File: src/rtl/fan_pwm_pkg.sv
package fan_pwm_pkg;
    localparam int TEMP_W   = 16;
    localparam int N_STEPS  = 4;
    localparam int CONV_MUL = 64513;
    localparam int CONV_OFS = 843;

    typedef enum logic [2:0] {
        REQ_NONE = 3'd0,
        REQ_INIT = 3'd1,
        REQ_SW   = 3'd2,
        REQ_UP   = 3'd3,
        REQ_DN   = 3'd4
    } req_kind_e;

    // live sensor code -> threshold register scale
    function automatic logic [TEMP_W:0] to_thr_scale(input logic [TEMP_W-1:0] code);
        logic [TEMP_W+16:0] prod;
        prod = (TEMP_W+17)'(code) * (TEMP_W+17)'(CONV_MUL);
        return (TEMP_W+1)'(prod >> 16) + (TEMP_W+1)'(CONV_OFS);
    endfunction
endpackage

File: src/rtl/fan_temp_ladder.sv
module fan_temp_ladder
    import fan_pwm_pkg::*;
(
    input  logic                             clk,
    input  logic                             rst_n,
    input  logic                             run,
    input  logic [TEMP_W-1:0]                temp_code,
    input  logic [N_STEPS-1:0][TEMP_W-1:0]   rise_thr,
    input  logic [N_STEPS-1:0][TEMP_W-1:0]   fall_thr,
    output logic [2:0]                       level_o,
    output logic                             step_up_o,
    output logic                             step_dn_o
);
    typedef struct packed {
        logic [2:0] lvl;
    } ladder_t;

    ladder_t q, d;
    logic [TEMP_W:0] conv;
    logic [1:0]      up_idx, dn_idx;
    logic [2:0]      lvl_m1;

    always_comb begin
        conv      = to_thr_scale(temp_code);
        lvl_m1    = q.lvl - 3'd1;
        up_idx    = q.lvl[1:0];
        dn_idx    = lvl_m1[1:0];
        d         = q;
        step_up_o = 1'b0;
        step_dn_o = 1'b0;
        if (!run) begin
            d.lvl = 3'd0;
        end else if (q.lvl < 3'(N_STEPS) && conv > {1'b0, rise_thr[up_idx]}) begin
            d.lvl     = q.lvl + 3'd1;
            step_up_o = 1'b1;
        end else if (q.lvl != 3'd0 && conv < {1'b0, fall_thr[dn_idx]}) begin
            d.lvl     = lvl_m1;
            step_dn_o = 1'b1;
        end
    end

    always_ff @(posedge clk or negedge rst_n) begin
        if (!rst_n) q <= '0;
        else        q <= d;
    end

    assign level_o = q.lvl;
endmodule

File: src/rtl/fan_pwm_core.sv
module fan_pwm_core
    import fan_pwm_pkg::*;
#(
    parameter int PERIOD = 4000,
    localparam int WW = $clog2(PERIOD + 1),
    localparam int CW = $clog2(PERIOD)
) (
    input  logic          clk,
    input  logic          rst_n,
    input  logic          run,
    input  logic          req_valid,
    input  logic [WW-1:0] req_width,
    input  req_kind_e     req_kind,
    output logic          pwm_o,
    output logic [WW-1:0] act_o,
    output logic          adopt_o,
    output req_kind_e     adopt_kind_o
);
    typedef struct packed {
        logic          run;
        logic [CW-1:0] cnt;
        logic [WW-1:0] act;
        logic          pend_v;
        logic [WW-1:0] pend_w;
        req_kind_e     pend_k;
    } core_t;

    core_t q, d;
    logic          eff_v, wrap;
    logic [WW-1:0] eff_w;
    req_kind_e     eff_k;
    logic [CW-1:0] cnt_now;

    always_comb begin
        eff_v        = req_valid | q.pend_v;
        eff_w        = req_valid ? req_width : q.pend_w;
        eff_k        = req_valid ? req_kind  : q.pend_k;
        wrap         = (q.cnt == CW'(PERIOD - 1));
        d            = q;
        adopt_o      = 1'b0;
        adopt_kind_o = eff_k;
        if (!run) begin
            d.run    = 1'b0;
            d.cnt    = '0;
            d.act    = WW'(PERIOD);
            d.pend_v = 1'b1;
            d.pend_w = '0;
            d.pend_k = REQ_INIT;
        end else begin
            d.run = 1'b1;
            d.cnt = wrap ? '0 : q.cnt + CW'(1);
            if (wrap && eff_v) begin
                d.act    = eff_w;
                d.pend_v = 1'b0;
                adopt_o  = 1'b1;
            end else begin
                d.pend_v = eff_v;
                d.pend_w = eff_w;
                d.pend_k = eff_k;
            end
        end
    end

    always_ff @(posedge clk or negedge rst_n) begin
        if (!rst_n) begin
            q        <= '0;
            q.act    <= WW'(PERIOD);
            q.pend_v <= 1'b1;
            q.pend_k <= REQ_INIT;
        end else begin
            q <= d;
        end
    end

    assign cnt_now = q.cnt;
    assign act_o   = q.act;
    assign pwm_o   = !q.run || ({1'b0, q.cnt} < (CW+1)'(q.act));
endmodule

File: src/rtl/fan_event_seq.sv
module fan_event_seq
    import fan_pwm_pkg::*;
#(
    parameter int SETTLE_CYC = 500000000,
    localparam int SW = $clog2(SETTLE_CYC + 1)
) (
    input  logic      clk,
    input  logic      rst_n,
    input  logic      run,
    input  logic      adopt,
    input  req_kind_e adopt_kind,
    input  logic      step_up,
    output logic      up_evt_o,
    output logic      chg_evt_o
);
    typedef struct packed {
        logic [SW-1:0] settle;
        logic          chg;
        logic          up;
    } evt_t;

    evt_t q, d;

    always_comb begin
        d = q;
        if (!run) begin
            d = '0;
        end else begin
            d.up = step_up;
            if (adopt) begin
                d.settle = (adopt_kind == REQ_UP) ? SW'(SETTLE_CYC) : '0;
                d.chg    = (adopt_kind == REQ_SW) || (adopt_kind == REQ_DN);
            end else begin
                d.chg    = (q.settle == SW'(1));
                d.settle = (q.settle != '0) ? q.settle - SW'(1) : '0;
            end
        end
    end

    always_ff @(posedge clk or negedge rst_n) begin
        if (!rst_n) q <= '0;
        else        q <= d;
    end

    assign up_evt_o  = q.up;
    assign chg_evt_o = q.chg;
endmodule

File: src/rtl/fan_pwm_ctrl.sv
module fan_pwm_ctrl
    import fan_pwm_pkg::*;
#(
    parameter int PERIOD     = 4000,
    parameter int SETTLE_CYC = 500000000,
    localparam int WW = $clog2(PERIOD + 1)
) (
    input  logic              clk,
    input  logic              rst_n,
    input  logic              run_en,
    input  logic [TEMP_W-1:0] temp_code,
    input  logic [TEMP_W-1:0] thr_off_hi,
    input  logic [TEMP_W-1:0] thr_q1_lo,
    input  logic [TEMP_W-1:0] thr_q1_hi,
    input  logic [TEMP_W-1:0] thr_q2_lo,
    input  logic [TEMP_W-1:0] thr_q2_hi,
    input  logic [TEMP_W-1:0] thr_q3_lo,
    input  logic [TEMP_W-1:0] thr_q3_hi,
    input  logic [TEMP_W-1:0] thr_full_lo,
    input  logic              sw_wr,
    input  logic [WW-1:0]     sw_width,
    output logic              pwm_out,
    output logic [WW-1:0]     period_val,
    output logic [WW-1:0]     active_width,
    output logic              temp_up_evt,
    output logic              pwm_chg_evt
);
    logic [N_STEPS-1:0][TEMP_W-1:0] rise_thr, fall_thr;
    logic [WW-1:0] lvl_w [N_STEPS+1];
    logic [2:0]    level;
    logic          step_up, step_dn;
    logic          req_valid, adopt;
    logic [WW-1:0] req_width, sw_clamped;
    req_kind_e     req_kind, adopt_kind;

    assign rise_thr = {thr_full_lo, thr_q3_lo, thr_q2_lo, thr_q1_lo};
    assign fall_thr = {thr_q3_hi,   thr_q2_hi, thr_q1_hi, thr_off_hi};

    for (genvar k = 0; k <= N_STEPS; k++) begin : g_lvl_w
        assign lvl_w[k] = WW'((k * PERIOD) / N_STEPS);
    end

    fan_temp_ladder u_ladder (
        .clk       (clk),
        .rst_n     (rst_n),
        .run       (run_en),
        .temp_code (temp_code),
        .rise_thr  (rise_thr),
        .fall_thr  (fall_thr),
        .level_o   (level),
        .step_up_o (step_up),
        .step_dn_o (step_dn)
    );

    always_comb begin
        sw_clamped = (sw_width > WW'(PERIOD)) ? WW'(PERIOD) : sw_width;
        req_valid  = 1'b0;
        req_width  = '0;
        req_kind   = REQ_NONE;
        if (run_en && sw_wr) begin
            req_valid = 1'b1;
            req_width = sw_clamped;
            req_kind  = REQ_SW;
        end else if (step_up) begin
            req_valid = 1'b1;
            req_width = lvl_w[level + 3'd1];
            req_kind  = REQ_UP;
        end else if (step_dn) begin
            req_valid = 1'b1;
            req_width = lvl_w[level - 3'd1];
            req_kind  = REQ_DN;
        end
    end

    fan_pwm_core #(.PERIOD(PERIOD)) u_core (
        .clk          (clk),
        .rst_n        (rst_n),
        .run          (run_en),
        .req_valid    (req_valid),
        .req_width    (req_width),
        .req_kind     (req_kind),
        .pwm_o        (pwm_out),
        .act_o        (active_width),
        .adopt_o      (adopt),
        .adopt_kind_o (adopt_kind)
    );

    fan_event_seq #(.SETTLE_CYC(SETTLE_CYC)) u_evt (
        .clk        (clk),
        .rst_n      (rst_n),
        .run        (run_en),
        .adopt      (adopt),
        .adopt_kind (adopt_kind),
        .step_up    (step_up),
        .up_evt_o   (temp_up_evt),
        .chg_evt_o  (pwm_chg_evt)
    );

    assign period_val = WW'(PERIOD);
endmodule

File: config.mk
export PLATFORM = sky130hd
export DESIGN_NAME = fan_pwm_ctrl
export DESIGN_NICKNAME = d
export VERILOG_FILES = /design/src/rtl/fan_pwm_pkg.sv /design/src/rtl/fan_temp_ladder.sv /design/src/rtl/fan_pwm_core.sv /design/src/rtl/fan_event_seq.sv /design/src/rtl/fan_pwm_ctrl.sv
export SDC_FILE = /design/constraint.sdc
export NUM_CORES = 1
export LEC_CHECK = 0
export ABC_CLOCK_PERIOD_IN_PS = 6400
export BUFFER_PORTS_ARGS = -buffer_cell sky130_fd_sc_hd__buf_2
export CORE_UTILIZATION = 50
export CTS_CLUSTER_DIAMETER = 80
export CTS_CLUSTER_SIZE = 8
export DETAILED_ROUTE_END_ITERATION = 10
export GPL_TIMING_DRIVEN = 0
export MAX_ROUTING_LAYER = met4
export PLACE_DENSITY = 0.77
export SLEW_MARGIN = 20
export SYNTH_ARGS = -nofsm -noshare
export SYNTH_HDL_FRONTEND = slang
export SYNTH_SLANG_ARGS = --single-unit
File: constraint.sdc
create_clock -name clk -period 6.4 [get_ports clk]
set_clock_uncertainty 0.15 [all_clocks]
set_input_delay 1.28 -clock clk [delete_from_list [all_inputs] [get_ports clk]]
set_output_delay 1.28 -clock clk [all_outputs]
set_load 0.02 [all_outputs]
==> flow_summary.json <==
{
  "status": "complete, but fails checks",
  "violations": "negative setup slack",
  "portBuffers": 173,
  "drv_cap": 0,
  "syn_area_um2": 9690,
  "finalHoldViolCount": 0,
  "rsz0062_at_grt": "true",
  "antenna_found_initial": 0,
  "grt_pass1_vias": 9106,
  "cp-end-kind": "flop",
  "critPathMaxFanout": 6,
  "drc": 0,
  "dieArea_um2": 19900,
  "synthMostInstantiatedCell": "inv_1",
  "wl_per_cell_um": 18.8,
  "startpoint": "temp_code[4]",
  "routed_wl_um": 30100,
  "final_layout_size_suffix_gt1_frac": 0.415,
  "min_path_type": "flop to flop",
  "cts_hold_buf": 0,
  "synth_edf_count": 0,
  "first_pass_iters": 6,
  "fmax_mhz": 113,
  "h-tree-depth": 3,
  "yosysTopAreaCellShare": 0.183,
  "synth_top_family_by_area": "adder cells",
  "cpPeakStageDelay_ns": 0.61,
  "cts_sinks": 75,
  "crit_arrival_ns": 8.93,
  "coreArea_um2": 18800,
  "root_buffer": "clkbuf_16",
  "io_pins": 187,
  "cts_tree": "done",
  "post-place-ws_ns": -2.86,
  "worstReg2RegStart": "u_ladder.level_o[1]",
  "viasPerCell": 5.88,
  "syn_area_per_cell_um2": 9.21,
  "track_usage": 0.280,
  "clk_latency_ns": 0.34,
  "fin_nets": 1684,
  "synth-compound-area-share": 0.164,
  "yosysSeqAreaShare": 0.195,
  "drt_iter0_drc": 712,
  "cts.clk_slew.worst_paths_ns": 0.06,
  "ant_nets": 0,
  "n_antenna_cell": 0,
  "fin_crit_sh": 1.38,
  "ys_top_cells_by_count": "inv_1 (144), ha_1 (142), nor2_1 (77)",
  "yosysWarningCount": 0,
  "cp-start-kind": "input pin",
  "yosys.area_share.simple": 0.138,
  "die_w_um": 141,
  "r2r_slack_ns": 0.01,
  "muxShareOfSynthArea": 0.0786,
  "setup_viol": 62,
  "worst_slew_pin_slew_ns": 0.925,
  "min_from": "u_core.act_o[11]",
  "synth_fa_ha_area_frac": 0.270,
  "ys_ff_latch": 75,
  "cp_common_cell": "ha_4",
  "relSlewSlack": 0.383,
  "grt_start_max_net_pins": 58,
  "netlist_top_cells_area": "ha_1 (18%), dfrtp_1 (17%), fa_1 (8.7%), mux4_2 (7.4%), inv_1 (5.6%)",
  "ys_types": 86,
  "drv_slew": 0,
  "synth-async-reset-ratio": 1.00,
  "crit_required_ns": 6.48,
  "setup_slack_ns": -2.45,
  "cts_buffers": 9,
  "slowest_stage": "fa_2",
  "post-route-util": 0.702,
  "initial_utilization": 0.515,
  "syn2layout_area_growth_pct": 36.4,
  "clock_path_buffers": 2,
  "layout_min_cycle_time_ns": 8.85,
  "gp_congestion": 0.901,
  "grt_overflow": 0,
  "synth_xor_area_frac": 0.0621,
  "detailroute.via_count": 9440,
  "hpwl_um": 19400,
  "syn_inst": 1052,
  "rows": 50,
  "synth_ff_type": "dfrtp_1",
  "crit_type": "input pin to flop",
  "grt_pass1_wl_um": 43700,
  "synth_top_cell_by_area": "ha_1",
  "die_y_um": 141
}
## final cells by class
type	count	area, µm²
plain buffers	54	392
clock buffers	12	246
clock inverters	4	50.0
fillers	1301	5610
inverters	144	556
multi-input cells	787	8020
flip-flops and latches	75	1890
well taps	260	325
repair buffers	269	1740
## stage by stage
stage	area [µm²]	hold WS, ns	std cells	TNS [ns]
floorplan	9960	0.316	1062	-110.59
global placement	11200	0.325	1495	-162.81
detailed placement	11200	0.332	1497	-167.72
CTS	12500	0.345	1578	-111.33
global route	13200	0.376	1605	-151.72
finish	13200	0.360	1605	-145.49
## critical path, delay by kind of cell
kind	cells	cell delay [ns]
xor+xnor	3	0.43
fa+ha+maj	9	3.15
compound gates	10	2.02
buf+inv	5	0.51
simple gates	11	1.54
## worst paths after layout
| kind | to | cells after the start |
|---|---|---|
| worst max-delay path | u_core.q[11] | 38 |
| worst min-delay path | u_core.act_o[11] | 2 |
| worst max register to register | u_evt.q[28] | 22 |
| worst min register to register | u_core.act_o[11] | 2 |
| max in group asynchronous | u_core.act_o[5] | 2 |
| min in group asynchronous | u_core.q[1] | 1 |
## routing by layer
layer / global-route usage / share of wire / routed length, µm
met1: 0.351 / 0.39 / 11800
met2: 0.470 / 0.49 / 14600
met3: 0.0357 / 0.072 / 2180
met4: 0.0847 / 0.052 / 1560
met5: - / 0 / 0
## sequential cells by signal, indices dropped and copies added, names as in the netlist
| name | flops |
|---|---|
| u_core.act_o | 12 |
| u_core.cnt_now | 12 |
| u_core.q | 17 |
| u_evt.chg_evt_o | 1 |
| u_evt.q | 29 |
| u_evt.up_evt_o | 1 |
| u_ladder.level_o | 3 |
## cell families (layout without fill, tap and decap cells)
kind of cell	Yosys count	in the layout
simple gates	268	268
other cells	2	12
compound gates	220	220
mux	36	36
fa+ha+maj	184	184
flops	75	75
buf+inv	200	483
xor+xnor	67	67
## placed cells by master, fill, tap and decap left out, drive strengths merged, types with 4 or more instances in the layout
| master | n |
|---|---|
| dfrtp | 67 |
| clkbuf | 22 |
| nor2b | 6 |
| a22oi | 8 |
| mux4 | 32 |
| nand3b | 6 |
| or4 | 5 |
| or3 | 6 |
| o21a | 8 |
| nand2 | 67 |
| xnor2 | 43 |
| a21o | 16 |
| a22o | 5 |
| ha | 142 |
| and2 | 4 |
| o21ai | 38 |
| a31oi | 5 |
| nand3 | 18 |
| a21oi | 74 |
| and4 | 6 |
| o22ai | 5 |
| and3 | 9 |
| xor2 | 24 |
| nor4 | 5 |
| nand4 | 19 |
| o221ai | 4 |
| nand2b | 11 |
| o211ai | 9 |
| a211oi | 5 |
| inv | 144 |
| nor3 | 19 |
| o21bai | 4 |
| nor2 | 78 |
| fa | 42 |
| buf | 313 |
| conb | 12 |
| dfstp | 8 |
## what timing repair did
item / CTS / global route
cloned: 1 / 2
pin swaps: 66 / 39
gates resized for setup: 126 / 100
endpoints found under the setup margin: 62 / 62
setup buffers: 66 / 25
Power is not shown: default switching activity piles up to over one toggle a cycle in this logic, so the estimate is an artifact.
